**config.mk**
```make
export PLATFORM = sky130hd
export DESIGN_NAME = usb_host_link_seq
export DESIGN_NICKNAME = d
export VERILOG_FILES = /design/src/rtl/usb_link_pkg.sv /design/src/rtl/usb_us_prescaler.sv /design/src/rtl/usb_wake_detect.sv /design/src/rtl/usb_link_fsm.sv /design/src/rtl/usb_host_link_seq.sv
export SDC_FILE = /design/constraint.sdc
export NUM_CORES = 1
export LEC_CHECK = 0
export ABC_CLOCK_PERIOD_IN_PS = 3170
export BUFFER_PORTS_ARGS = -buffer_cell sky130_fd_sc_hd__buf_2
export CAP_MARGIN = 20
export CORE_MARGIN = 2
export CORE_UTILIZATION = 55
export CTS_CLUSTER_DIAMETER = 50
export DETAILED_ROUTE_END_ITERATION = 6
export GPL_TIMING_DRIVEN = 0
export PLACE_DENSITY = 0.76
export SYNTH_ARGS = -nofsm -noshare
export SYNTH_HDL_FRONTEND = slang
export SYNTH_HIERARCHICAL = 1
export SYNTH_SLANG_ARGS = --single-unit
export TNS_END_PERCENT = 10
```
**constraint.sdc**
```tcl
create_clock -name clk_i -period 3.17 [get_ports clk_i]
set_input_delay 0.317 -clock clk_i [delete_from_list [all_inputs] [get_ports clk_i]]
set_output_delay 0.317 -clock clk_i [all_outputs]
set_load 0.03 [all_outputs]
```
**src/rtl/usb_link_pkg.sv**
```systemverilog
package usb_link_pkg;

  typedef enum logic [1:0] {
    LINE_J   = 2'd0,
    LINE_K   = 2'd1,
    LINE_SE0 = 2'd2,
    LINE_EOP = 2'd3
  } line_e;

  typedef enum logic [2:0] {
    ST_SUSP      = 3'd0,
    ST_IDLE      = 3'd1,
    ST_RST       = 3'd2,
    ST_RST_QUIET = 3'd3,
    ST_RSM       = 3'd4,
    ST_RSM_EOP   = 3'd5,
    ST_RSM_QUIET = 3'd6
  } link_st_e;

endpackage

```
**src/rtl/usb_us_prescaler.sv**
```systemverilog
module usb_us_prescaler #(
  parameter int unsigned CLK_PER_US = 48
) (
  input  logic clk_i,
  input  logic rst_ni,
  input  logic restart_i,
  output logic us_tick_o
);

  localparam int unsigned CW = (CLK_PER_US > 1) ? $clog2(CLK_PER_US) : 1;
  localparam logic [CW-1:0] LAST = CW'(CLK_PER_US - 1);

  logic [CW-1:0] cnt_q, cnt_d;

  always_comb begin
    us_tick_o = (cnt_q == LAST);
    if (restart_i || us_tick_o) cnt_d = '0;
    else                        cnt_d = cnt_q + 1'b1;
  end

  always_ff @(posedge clk_i or negedge rst_ni) begin
    if (!rst_ni) cnt_q <= '0;
    else         cnt_q <= cnt_d;
  end

  generate
    if (CLK_PER_US > 1) begin : g_spacing

      tick_spacing_chk: assert property (@(posedge clk_i) disable iff (!rst_ni)
        us_tick_o |=> !us_tick_o);
    end
  endgenerate

endmodule

```
**src/rtl/usb_wake_detect.sv**
```systemverilog
module usb_wake_detect #(
  parameter int unsigned DET_CLKS = 120
) (
  input  logic clk_i,
  input  logic rst_ni,
  input  logic armed_i,
  input  logic line_k_i,
  output logic wake_o
);

  localparam int unsigned DW = $clog2(DET_CLKS + 1);
  localparam logic [DW-1:0] LAST = DW'(DET_CLKS - 1);

  logic [DW-1:0] cnt_q, cnt_d;
  logic          run;

  always_comb begin
    run    = armed_i && line_k_i;
    wake_o = run && (cnt_q == LAST);
    if (run && !wake_o) cnt_d = cnt_q + 1'b1;
    else                cnt_d = '0;
  end

  always_ff @(posedge clk_i or negedge rst_ni) begin
    if (!rst_ni) cnt_q <= '0;
    else         cnt_q <= cnt_d;
  end


  burst_clear_chk: assert property (@(posedge clk_i) disable iff (!rst_ni)
    !line_k_i |=> (cnt_q == '0));

endmodule

```
**src/rtl/usb_link_fsm.sv**
```systemverilog
module usb_link_fsm
  import usb_link_pkg::*;
#(
  parameter int unsigned US_PER_MS = 1000,
  parameter int unsigned RESET_MS  = 50,
  parameter int unsigned QUIET_MS  = 10,
  parameter int unsigned RESUME_MS = 21,
  parameter int unsigned EOP_US    = 2
) (
  input  logic       clk_i,
  input  logic       rst_ni,
  input  logic       rst_req_i,
  input  logic       rsm_req_i,
  input  logic       sof_en_i,
  input  logic       wake_i,
  input  logic       us_tick_i,
  output logic       restart_o,
  output logic       detect_arm_o,
  output logic [1:0] line_o,
  output logic       frame_tick_o,
  output logic       suspended_o,
  output logic       traffic_ok_o
);

  localparam int unsigned RST_US   = RESET_MS * US_PER_MS;
  localparam int unsigned QUIET_US = QUIET_MS * US_PER_MS;
  localparam int unsigned RSM_US   = RESUME_MS * US_PER_MS;
  localparam int unsigned FRAME_US = US_PER_MS;
  localparam int unsigned M1 = (RST_US > RSM_US) ? RST_US : RSM_US;
  localparam int unsigned M2 = (M1 > QUIET_US) ? M1 : QUIET_US;
  localparam int unsigned MAX_US = (M2 > EOP_US) ? M2 : EOP_US;
  localparam int unsigned TW = $clog2(MAX_US + 1);

  link_st_e      state_q, state_d;
  logic [TW-1:0] tcnt_q, tcnt_d, limit;
  logic          hit, hit_frame;
  logic          sof_seen_q, sof_seen_d;
  logic          ftick_q, ftick_d;

  // Per-state duration in microseconds.
  always_comb begin
    unique case (state_q)
      ST_RST:                    limit = TW'(RST_US);
      ST_RST_QUIET, ST_RSM_QUIET: limit = TW'(QUIET_US);
      ST_RSM:                    limit = TW'(RSM_US);
      ST_RSM_EOP:                limit = TW'(EOP_US);
      default:                   limit = TW'(FRAME_US);
    endcase
    hit       = us_tick_i && (tcnt_q == limit - TW'(1));
    hit_frame = us_tick_i && (tcnt_q == TW'(FRAME_US - 1));
  end

  // Next state.
  always_comb begin
    state_d = state_q;
    if (rst_req_i) begin
      state_d = ST_RST;
    end else begin
      unique case (state_q)
        ST_SUSP:      if (rsm_req_i || wake_i) state_d = ST_RSM;
        ST_IDLE:      if (!sof_en_i) state_d = ST_SUSP;
        ST_RST:       if (hit) state_d = ST_RST_QUIET;
        ST_RST_QUIET: if (hit) state_d = sof_en_i ? ST_IDLE : ST_SUSP;
        ST_RSM:       if (hit) state_d = ST_RSM_EOP;
        ST_RSM_EOP:   if (hit) state_d = ST_RSM_QUIET;
        ST_RSM_QUIET: begin
          if (hit_frame && !(sof_seen_q || sof_en_i)) state_d = ST_SUSP;
          else if (hit) state_d = sof_en_i ? ST_IDLE : ST_SUSP;
        end
        default:      state_d = ST_SUSP;
      endcase
    end
  end

  // Phase timer, frame grace flag and frame tick.
  always_comb begin
    restart_o  = rst_req_i || (state_d != state_q);
    tcnt_d     = tcnt_q;
    if (restart_o) begin
      tcnt_d = '0;
    end else if (us_tick_i && (state_q != ST_SUSP)) begin
      if (state_q == ST_IDLE && hit) tcnt_d = '0;
      else                           tcnt_d = tcnt_q + 1'b1;
    end
    sof_seen_d = (state_q == ST_RSM_QUIET) ? (sof_seen_q || sof_en_i) : 1'b0;
    ftick_d    = (state_q == ST_IDLE) && hit && sof_en_i && !rst_req_i;
  end

  always_ff @(posedge clk_i or negedge rst_ni) begin
    if (!rst_ni) begin
      state_q    <= ST_SUSP;
      tcnt_q     <= '0;
      sof_seen_q <= 1'b0;
      ftick_q    <= 1'b0;
    end else begin
      state_q    <= state_d;
      tcnt_q     <= tcnt_d;
      sof_seen_q <= sof_seen_d;
      ftick_q    <= ftick_d;
    end
  end

  // Output decode.
  always_comb begin
    unique case (state_q)
      ST_RST:     line_o = LINE_SE0;
      ST_RSM:     line_o = LINE_K;
      ST_RSM_EOP: line_o = LINE_EOP;
      default:    line_o = LINE_J;
    endcase
    suspended_o  = (state_q == ST_SUSP);
    detect_arm_o = suspended_o;
    traffic_ok_o = (state_q == ST_IDLE);
    frame_tick_o = ftick_q;
  end


  idle_drop_chk: assert property (@(posedge clk_i) disable iff (!rst_ni)
    (traffic_ok_o && !sof_en_i && !rst_req_i) |=> suspended_o);


  rst_first_chk: assert property (@(posedge clk_i) disable iff (!rst_ni)
    rst_req_i |=> (line_o == LINE_SE0));


  rsm_start_chk: assert property (@(posedge clk_i) disable iff (!rst_ni)
    (suspended_o && rsm_req_i && !rst_req_i) |=> (line_o == LINE_K && !suspended_o));


  traffic_j_chk: assert property (@(posedge clk_i) disable iff (!rst_ni)
    traffic_ok_o |-> (line_o == LINE_J && !suspended_o));


  tick_idle_chk: assert property (@(posedge clk_i) disable iff (!rst_ni)
    frame_tick_o |-> traffic_ok_o);


  eop_after_k_chk: assert property (@(posedge clk_i) disable iff (!rst_ni)
    (line_o == LINE_EOP) |-> ($past(line_o) == LINE_K || $past(line_o) == LINE_EOP));

endmodule

```
**src/rtl/usb_host_link_seq.sv**
```systemverilog
module usb_host_link_seq #(
  parameter int unsigned CLK_PER_US = 48,
  parameter int unsigned US_PER_MS  = 1000,
  parameter int unsigned RESET_MS   = 50,
  parameter int unsigned QUIET_MS   = 10,
  parameter int unsigned RESUME_MS  = 21,
  parameter int unsigned EOP_US     = 2
) (
  input  logic       clk_i,
  input  logic       rst_ni,
  input  logic       bus_reset_req_i,
  input  logic       resume_req_i,
  input  logic       sof_en_i,
  input  logic       remote_k_i,
  output logic [1:0] line_o,
  output logic       frame_tick_o,
  output logic       suspended_o,
  output logic       traffic_ok_o
);

  // 2.5 us rounded up to whole clocks.
  localparam int unsigned DET_CLKS = (5 * CLK_PER_US + 1) / 2;

  logic us_tick, restart, wake, arm;

  usb_us_prescaler #(.CLK_PER_US(CLK_PER_US)) u_prescaler (
    .clk_i     (clk_i),
    .rst_ni    (rst_ni),
    .restart_i (restart),
    .us_tick_o (us_tick)
  );

  usb_wake_detect #(.DET_CLKS(DET_CLKS)) u_wake_detect (
    .clk_i    (clk_i),
    .rst_ni   (rst_ni),
    .armed_i  (arm),
    .line_k_i (remote_k_i),
    .wake_o   (wake)
  );

  usb_link_fsm #(
    .US_PER_MS (US_PER_MS),
    .RESET_MS  (RESET_MS),
    .QUIET_MS  (QUIET_MS),
    .RESUME_MS (RESUME_MS),
    .EOP_US    (EOP_US)
  ) u_fsm (
    .clk_i        (clk_i),
    .rst_ni       (rst_ni),
    .rst_req_i    (bus_reset_req_i),
    .rsm_req_i    (resume_req_i),
    .sof_en_i     (sof_en_i),
    .wake_i       (wake),
    .us_tick_i    (us_tick),
    .restart_o    (restart),
    .detect_arm_o (arm),
    .line_o       (line_o),
    .frame_tick_o (frame_tick_o),
    .suspended_o  (suspended_o),
    .traffic_ok_o (traffic_ok_o)
  );

endmodule

```
==> results.toml <==
[sta]
tightestPinTransition_ps = 768
setup_skew_after_layout_ps = 13.3
achievable-frequency_ghz = 0.330
setup_viol_count_final = 0
min_period_over_period_pct = 95.6
timing.max_slew.rel_slack_pct = 48.8
final.setup.tns_ps = 0
post-route-min-period_ps = 3030
final_hold_viol_count = 0
report.final.slew_viol_count = 0

[worst_setup_path]
crit_type = "reg -> reg"
worstSetupEndpointType = "flip-flop"
critical-path-slowest-cell = "dfrtp_1"
cp_cell_sequence = "buf_4 -> buf_4 -> nand2_1 -> nand2_2 -> ha_4 -> xor2_4 -> mux2i_1 -> a32o_1 -> and4_4 -> buf_6 -> a211o_4 -> or2_2 -> o21bai_4 -> nor2_1"
critical_path.max_stage_delay_ps = 410
critPathLaunchType = "flip-flop"
critical_path_arrival_ps = 3260
critical_path.most_common_cell = "buf_4"
required_ps = 3400
cp_max_fo = 10

[cts]
cts.reportedPaths.clkPinSlew_ps = 80
cts.root.buffer_cell = "clkbuf_8"
clock_insertion_delay_worst_skew_ps = 300
cts_made_buffers = 5
tritoncts = "done"
cts_hold_buf = 0
number_of_levels_in_the_clock_h_tree = 2
cts.sinks = 34
cts_buffer_depth = 2

[global_routing]
grt_overflow_total = 0
antenna_found_initial = 0
wire_length_of_the_first_global_routing_pass_mm = 8.27
grt_max_degree = 35
vias_in_the_first_global_route = 1846
grtUsageTotal_pct = 25.0

[pwr]
max-vdd-ir-drop_mv = 0.213
power.density_cell_area_nw_per_um2 = 357
report.power.total_mw = 0.876
p_leak_nw = 1.07

[routing]
drc_marker_count_from_the_first_detailed_route_iteration = 176
routed_wl_mm = 4.70
route.detailed.drc = 0
vias_per_cell = 5.98
drtAntennaViolNets = 0
wire_per_inst_um = 15.5
detail_route.first_pass.iterations = 4
via_count = 1813

[synthesis]
synth-edff-count = 0
yosysTopAreaCellShare_pct = 39.2
post-synth-top-area-cell = "dfrtp_1"
synth_flop_cell = "dfrtp_1"
synth_top_cells_by_count = "nor2_1 (35), dfrtp_1 (34), nand2_1 (17)"
synthesis.area_sq_um = 2170
synth.yosys.warnings = 6
ys_types = 56
syn_avg_cell_area_sq_um = 9.16
synthCells = 237
ys_seq_elements = 34
yosysMostFrequentCell = "nor2_1"
ys_seq_area_share_pct = 39.2
synth.net_count = 247
async_sr_flop_fraction_pct = 100
ranking_of_synthesized_cells_by_area = "dfrtp_1 (39%), nor2_1 (6.1%), xnor2_1 (4.8%)"

[finish]
layout-drive-gt1-share_pct = 18.4
final_net_count = 264
nFillCells = 305
insertedDiodeCount = 0
area_growth_pct = 12.9
final_core_occ_pct = 66.0

[placement]
place.port_buffers = 9
finalWeightedCongestion = 0.889
post-dp-hpwl_mm = 3.33

[floorplan]
die_area_sq_um = 4470
floorplan.die.height_um = 66.8
floorplan_row_count = 22
io_pins = 11
die_width_um = 66.8
core_area_sq_um = 3720
initial_core_util_pct = 58.4

[outcome]
outcome = "finished, final reports clean"

[flow_run]
drv.max_cap_violation_count = 0

[min_path]
holdCritPathClass = "in -> async"
[cell usage in the layout (no fill, tap or decap), types with 4 or more instances in the layout]
master	instances
and2_1	4
nand2b_1	4
nor2_1	34
xor2_1	12
nand2_1	16
a21oi_1	7
buf_4	7
dfrtp_1	33
o21ai_0	9
or3_1	8
inv_1	5
mux2i_1	4
xnor2_1	12
clkbuf_8	5
buf_2	9
nor2b_1	6
nor3_1	5
nand3_1	9
and3_1	5
[worst max-delay path, delay by kind of cell, from the launching register on]
family                   cells  cell delay, ps
AO/OA/AOI/OAI                3             830
AND/OR/NAND/NOR              5             750
buffers and inverters        3             490
flip-flops                   1             410
adder cells (fa/ha/maj)      1             190
XOR/XNOR                     1             160
multiplexers                 1             130
[sequential cells by signal, indices dropped and copies added, names as in the netlist]
register and cells:
u_fsm/frame_tick_o 1, u_fsm/sof_seen_q 1, u_fsm/state_q 3, u_fsm/tcnt_q 16
u_prescaler/cnt_q 6, u_wake_detect/cnt_q 7
[power breakdown]
part           internal, mW  leakage (nW)  switching, mW
Clock                 0.231        0.0579          0.166
Combinational        0.0134         0.543         0.0243
Sequential            0.437         0.466        0.00365
[cell type report]
class,count,area (sq um),share of cell area (%)
plain buffers,9,67.6,2.76
repair buffers,11,60.1,2.45
well taps,48,60.1,2.45
inverters,5,18.8,0.766
flip-flops and latches,34,852,34.8
multi-input cells,188,1280,52.4
clock buffers,5,68.8,2.81
clock inverters,3,40.0,1.63
[logic make-up (layout without fill, tap and decap cells)]
| logic type | count (synthesis) | count (layout) | synth area share (%) |
|---|---|---|---|
| multiplexers | 4 | 4 | 1.84 |
| AND/OR/NAND/NOR | 118 | 118 | 29.6 |
| buffers and inverters | 15 | 33 | 3.46 |
| flip-flops | 34 | 34 | 39.2 |
| adder cells (fa/ha/maj) | 4 | 4 | 2.31 |
| XOR/XNOR | 25 | 25 | 10.4 |
| AO/OA/AOI/OAI | 37 | 37 | 13.1 |
[metrics by stage]
step	instances	area (sq um)	setup slack (ps)	hold slack, ps
detailed placement	294	2280	-295	438
floorplan	237	2170	72.5	21.4
global route	303	2450	-18.2	147
global placement	294	2280	-231	427
finish	303	2450	138	81.0
CTS	301	2390	16.1	108
[worst paths after layout]
path,start,end,slack (ps),depth (start not counted)
worst max-delay path,u_fsm/state_q[1]$_DFF_PN0_,u_prescaler/cnt_q[3]$_DFF_PN0_,140,14
worst min-delay path,rst_ni,u_wake_detect/cnt_q[3]$_DFF_PN0_,80,1
worst max register to register,u_fsm/state_q[1]$_DFF_PN0_,u_prescaler/cnt_q[3]$_DFF_PN0_,140,14
worst min register to register,u_wake_detect/cnt_q[0]$_DFF_PN0_,u_wake_detect/cnt_q[0]$_DFF_PN0_,470,1
max in group asynchronous,rst_ni,u_fsm/state_q[2]$_DFF_PN0_,2550,1
min in group clk_i,remote_k_i,u_wake_detect/cnt_q[6]$_DFF_PN0_,300,3
[timing repair]
action / in CTS / in global routing
resized for setup: 5 / 9
pin swaps: 0 / 1
setup endpoints to repair: 16 / 5
buffers inserted: 0 / 2
endpoints found under the hold margin: 0 / 0
[per-layer routing]
layer  routed length (um)  GRT usage (%)  part of all wire, %
met1                 2180           31.6                   46
met2                 2200           39.6                   47
met3                  167           4.05                  3.6
met4                  150           15.8                  3.2
met5                    0              0                    0
No activity file was read; power rests on OpenSTA's default activity.
